<file path="config.mk">
export PLATFORM = sky130hd
export DESIGN_NAME = pll_div_search
export DESIGN_NICKNAME = d
export VERILOG_FILES = /design/src/rtl/pll_div_search.sv
export SDC_FILE = /design/constraint.sdc
export NUM_CORES = 1
export LEC_CHECK = 0
export ABC_CLOCK_PERIOD_IN_PS = 8100
export CORE_MARGIN = 4
export CORE_UTILIZATION = 50
export DETAILED_ROUTE_END_ITERATION = 12
export PLACE_DENSITY_LB_ADDON = 0.05
export SKIP_LAST_GASP = 1
export SLEW_MARGIN = 20
export SYNTH_ARGS = -nofsm -noshare
export SYNTH_HDL_FRONTEND = slang
export SYNTH_SLANG_ARGS = --single-unit
</file>
<file path="constraint.sdc">
create_clock -name clk -period 8.1 [get_ports clk]
set_clock_uncertainty 0.05 [all_clocks]
set_input_delay 1.62 -clock clk [delete_from_list [all_inputs] [get_ports clk]]
set_output_delay 1.62 -clock clk [all_outputs]
set_load 0.005 [all_outputs]
</file>
<file path="src/rtl/pll_div_search.sv">
module pll_div_search #(
  parameter int FW = 32,
  parameter int LW = 6,
  parameter int NW = 3,
  parameter int PRD_W = 4,
  parameter int FBD_W = 9,
  parameter int BANDS = 4,
  parameter logic [FW-1:0] TOP_HZ = 32'd1000000000
) (
  input  logic             clk,
  input  logic             rst_n,
  input  logic             start,
  input  logic             verify_only,
  input  logic [FW-1:0]    refclk_hz,
  input  logic [FW-1:0]    pclk_hz,
  input  logic [LW-1:0]    data_lines,
  input  logic [NW-1:0]    lanes,
  output logic             busy,
  output logic             done,
  output logic             err,
  output logic [PRD_W-1:0] prd_o,
  output logic [FBD_W-1:0] fbd_o,
  output logic [$clog2(BANDS)-1:0] frs_o,
  output logic [FW-1:0]    pll_hz,
  output logic [FW-1:0]    dsi_hz,
  output logic [FW-1:0]    byte_hz,
  output logic [15:0]      ctl0,
  output logic [15:0]      ctl1
);
  localparam int FRS_W = $clog2(BANDS);
  localparam int TW = FW + LW;
  localparam int DW = PRD_W + BANDS;
  localparam int QW = FW + FBD_W;
  localparam int CW = $clog2(TW + 1);

  typedef enum logic [2:0] {S_IDLE, S_TDIV, S_BAND, S_PDIV, S_SWEEP, S_FIN} state_t;
  state_t state;

  logic [FW-1:0]    ref_q;
  logic             vfy, have, valid;
  logic [TW-1:0]    tgt, dq;
  logic [DW-1:0]    drem, dden, r, rs;
  logic [CW-1:0]    dcnt;
  logic [FRS_W-1:0] frs;
  logic [PRD_W-1:0] prd, best_prd;
  logic [FBD_W-1:0] fbd, best_fbd;
  logic [QW-1:0]    q, qs;
  logic [FW-1:0]    best_pll, best_diff;

  // shift-subtract divider step
  logic [DW:0]   dsh;
  logic          dge;
  logic [TW-1:0] dq_n;
  logic [DW-1:0] drem_n;
  assign dsh    = {drem, dq[TW-1]};
  assign dge    = dsh >= {1'b0, dden};
  assign dq_n   = {dq[TW-2:0], dge};
  assign drem_n = dge ? DW'(dsh - {1'b0, dden}) : dsh[DW-1:0];

  // band selection on the target
  logic [FRS_W-1:0] sel;
  logic inband;
  always_comb begin
    sel = '0;
    for (int i = BANDS; i >= 1; i--)
      if (dq >= TW'(TOP_HZ >> i)) sel = FRS_W'(i - 1);
  end
  assign inband = dq < TW'(TOP_HZ) && dq >= TW'(TOP_HZ >> BANDS);

  // candidate evaluation
  logic [FW-1:0] lo, hi;
  logic [QW-1:0] diff;
  logic [DW:0]   r2;
  logic acc, take, exact, r_ge;
  assign lo    = TOP_HZ >> (int'(frs) + 1);
  assign hi    = TOP_HZ >> frs;
  assign acc   = q >= QW'(lo) && q < QW'(hi);
  assign diff  = q > QW'(tgt) ? q - QW'(tgt) : QW'(tgt) - q;
  assign take  = acc && (!have || diff[FW-1:0] < best_diff);
  assign exact = take && diff == '0;
  assign r2    = {1'b0, r} + {1'b0, rs};
  assign r_ge  = r2 >= {1'b0, dden};

  assign busy    = state != S_IDLE;
  assign dsi_hz  = pll_hz >> 1;
  assign byte_hz = pll_hz >> 3;
  assign ctl0    = (16'(prd_o) << 12) | 16'(fbd_o);
  assign ctl1    = valid ? ((16'(frs_o) << 10) | 16'h0203) : 16'h0000;

  always_ff @(posedge clk or negedge rst_n) begin
    if (!rst_n) begin
      state <= S_IDLE;
      {ref_q, vfy, have, valid, tgt, dq, drem, dden, r, rs, dcnt} <= '0;
      {frs, prd, fbd, q, qs, best_prd, best_fbd, best_pll, best_diff} <= '0;
      {done, err, prd_o, fbd_o, frs_o, pll_hz} <= '0;
    end else begin
      done <= 1'b0;
      case (state)
        S_IDLE: if (start) begin
          ref_q <= refclk_hz;
          vfy   <= verify_only;
          have  <= 1'b0;
          dq    <= TW'(pclk_hz) * TW'(data_lines);
          drem  <= '0;
          dden  <= DW'(lanes);
          dcnt  <= '0;
          state <= S_TDIV;
        end
        S_TDIV, S_PDIV: begin
          dq   <= dq_n;
          drem <= drem_n;
          dcnt <= dcnt + 1'b1;
          if (dcnt == CW'(TW - 1)) begin
            if (state == S_TDIV) state <= S_BAND;
            else begin
              qs    <= QW'(dq_n);
              q     <= QW'(dq_n);
              rs    <= drem_n;
              r     <= drem_n;
              fbd   <= '0;
              state <= S_SWEEP;
            end
          end
        end
        S_BAND: if (!inband) state <= S_FIN;
        else begin
          tgt   <= dq;
          frs   <= sel;
          prd   <= '0;
          dq    <= TW'(ref_q);
          drem  <= '0;
          dden  <= DW'(1) << sel;
          dcnt  <= '0;
          state <= S_PDIV;
        end
        S_SWEEP: begin
          if (take) begin
            have      <= 1'b1;
            best_prd  <= prd;
            best_fbd  <= fbd;
            best_pll  <= q[FW-1:0];
            best_diff <= diff[FW-1:0];
          end
          if (exact || (fbd == '1 && prd == '1)) state <= S_FIN;
          else if (fbd == '1) begin
            prd   <= prd + 1'b1;
            dq    <= TW'(ref_q);
            drem  <= '0;
            dden  <= (DW'(prd) + DW'(2)) << frs;
            dcnt  <= '0;
            state <= S_PDIV;
          end else begin
            fbd <= fbd + 1'b1;
            q   <= q + qs + QW'(r_ge);
            r   <= r_ge ? DW'(r2 - {1'b0, dden}) : r2[DW-1:0];
          end
        end
        S_FIN: begin
          done  <= 1'b1;
          err   <= !have;
          state <= S_IDLE;
          if (have && !vfy) begin
            prd_o  <= best_prd;
            fbd_o  <= best_fbd;
            frs_o  <= frs;
            pll_hz <= best_pll;
            valid  <= 1'b1;
          end
        end
        default: state <= S_IDLE;
      endcase
    end
  end
endmodule

</file>
==> out/metrics.yaml <==
ir_worst_vdd_mv: 0.1881
synth_cell_type_count: 91
hold_class: "reg -> reg"
routed_wl_mm: 94.94
ys_seq_area_frac: 0.2925
fill_cells: 5638
grtUsageMet3: 0.03484
seqPwrFrac: 0.271
viasPerCell: 5.846
p_total_w: 0.009025
finalCritPeriodShare: 0.9466
grt_max_degree: 155
cts_tree: "built"
num_antenna_cells: 0
drt-pass1-iter-count: 6
worstMarginPinSlew_ns: 1.055
crit_family: "compound AO/OA/AOI/OAI gates"
synth_area_um2: 31820
start_kind: "register"
p_comb_frac: 0.489
max_freq_mhz: 130.4
p_sw_w: 0.003703
cp.arrival_ns: 8.07
avgSynthCellArea_um2: 8.967
pre_cts_slack_ns: 0.1643
crit_top_cell: "buf_4"
htree_num_levels: 2
cp_slowest_cell: "a2111oi_4"
slew_headroom: 0.2922
coreArea_um2: 63080
finalSetupViolCount: 0
swShare: 0.4103
async_flop_share: 1.000
met2_usage: 0.4530
ys_warn_count: 0
start_util: 0.5045
slew_viol_final: 0
cts-hold-fix-buffers: 0
p_leak_nw: 18.05
postRouteAntennaNets: 0
grt_pass1_wl_mm: 150.9
worst_slack_ns: 0.4323
first_iter_violations: 1862
timing.rr.end: "dq[36]"
grt_overflow: 0
synthFlopType: "dfrtp_1"
antenna_found_initial: 2
clock_latency_ns: 0.58
die_h_um: 260.3
clk_pin_slew_worst_paths_ns: 0.06
cpPeakStageDelay_ns: 0.56
path_class: "reg -> reg"
post-route-util: 0.5736
r2r_cells: 26
cp-end-kind: "register"
fp.dieW_um: 260.3
area_delta_synth_final_pct: 13.71
nets: 4147
hold_viol_final: 0
path_buf_inv: 5
place.gp.congestion: 0.9340
required_ns: 8.50
status: "complete, no violations"
cp_max_fo: 21
setup_tns_ns: 0
maxCapViolCount: 0
vias: 26600
hold_path.startpoint: "qs[8]"
powerDensity_nw_per_um2: 249.4
cts_buffers: 45
syn_inst: 3549
clkPwrFrac: 0.240
drive_gt1_frac: 0.1152
grtUsageMet1: 0.3809
top_usage_layer: "met2"
grtUsageTotal: 0.2780
r2r_start: "q[32]"
grt_pass1_vias: 26810
routedWlPerCell_um: 20.86
root_buffer: "clkbuf_16"
pin_count: 223
ys_ff_latch: 372
place_hpwl_mm: 76.15
min_period_ns: 7.668
numClockSinks: 372
rsz0062_at_grt: "no"
synth_edf_count: 0
r2r_slack_ns: 0.43
die_area_um2: 67750
placement_rows: 92
hold_path_depth: 2
drc: 0
cts_buffer_depth: 3
holdPathEnd: "qs[8]"
port_buffers: 204
p_int_w: 0.005322
==> cell type report <==
| cell class | count | area (um2) | area share |
|---|---|---|---|
| clock buffer | 63 | 1315 | 0.03634 |
| timing repair buffer | 325 | 3055 | 0.08444 |
| sequential | 372 | 9309 | 0.2573 |
| tap | 846 | 1059 | 0.02925 |
| inverter | 314 | 1179 | 0.03257 |
| multi-input combinational | 2612 | 20000 | 0.5527 |
| clock inverter | 19 | 270.3 | 0.007469 |
==> metal layers <==
metal  share of wire  vias up  wire length, um
met5               0        -                0
met4           0.042        0             3982
met3           0.056      151             5346
met2            0.46      891            43730
met1            0.44    13020            41870
li1                -    12550                -
==> state kept, by name, summed over array words and instances, names as in the netlist, 9 cells and up <==
register   cells
best_diff     32
best_pll      32
q             41
fbd_o          9
fbd            9
dq            38
pll_hz        32
tgt           38
ref_q         32
best_fbd       9
qs            38
==> worst max-delay path by stage <==
stage / from / endpoint / slack (ns) / cells after the start
6_report: q[32] / dq[36] / 0.43 / 26
5_1_grt: q[32] / dden[5] / 0.05 / 26
4_1_cts: q[36] / dq[36] / 0.11 / 26
3_5_place_dp: q[36] / dq[36] / 0.16 / 26
3_3_place_gp: q[36] / dq[36] / 0.19 / 26
2_1_floorplan: data_lines[5] / dq[36] / 1.52 / 20
==> Yosys cell counts (102+ instances only) <==
| master | number | area [um2] |
|---|---|---|
| buf_4 | 102 | 765.7 |
| nor2_1 | 147 | 551.8 |
| nand2_1 | 435 | 1633 |
| mux2_2 | 154 | 1734 |
| a21oi_1 | 220 | 1101 |
| fa_1 | 128 | 2562 |
| ha_1 | 272 | 3403 |
| a21o_1 | 121 | 908.4 |
| o21ai_0 | 242 | 1211 |
| inv_1 | 314 | 1179 |
| clkbuf_1 | 128 | 480.5 |
| dfrtp_1 | 372 | 9309 |
==> timing repair <==
action / in CTS / in global routing
buffers inserted: 0 / 0
setup endpoints to repair: 0 / 124
resized for setup: 0 / 4
==> power groups by stage <==
stage,clock network [W],logic [W],registers [W]
floorplan,0,0.00328,0.00219
global placement,0,0.00429,0.00246
detailed placement,0,0.00436,0.00247
CTS,0.00222,0.00438,0.00243
global route,0.00229,0.00490,0.00248
finish,0.00216,0.00441,0.00245
==> tightest hold or removal path, delay by kind of cell, from the launching register on <==
family / cells / cell delay (ns)
flops: 1 / 0.34
simple gates: 2 / 0.10
==> metrics by stage <==
step,hold WS (ns),std cells,instance area [um2]
after floorplan,0.4000,3566,31890
after global placement,0.4150,4469,34590
after detailed placement,0.4186,4469,34590
after CTS,0.4328,4551,36180
after global routing,0.4530,4551,36190
final,0.4295,4551,36190
==> placed cells by master (no fill, tap or decap), types with 63 or more instances in the layout <==
master             n
buf_4            113
nand2_1          435
dfrtp_1          372
xnor2_1           63
a21oi_1          219
a21o_1           121
clkdlybuf4s50_1  203
mux2_2           154
inv_1            314
fa_1             128
o21ai_0          242
nor2_1           145
ha_1             271
==> cell families after synthesis <==
kind of cell / count (synthesis) / share of synthesized area
adder cells (fa/ha/maj): 400 / 0.1875
XOR/XNOR: 117 / 0.03220
flip-flops: 372 / 0.2925
AO/OA/AOI/OAI: 904 / 0.1826
other: 1 / 0.0001178
multiplexers: 222 / 0.08064
buffers and inverters: 582 / 0.08276
AND/OR/NAND/NOR: 951 / 0.1417
(Power assumes the default switching activity.)
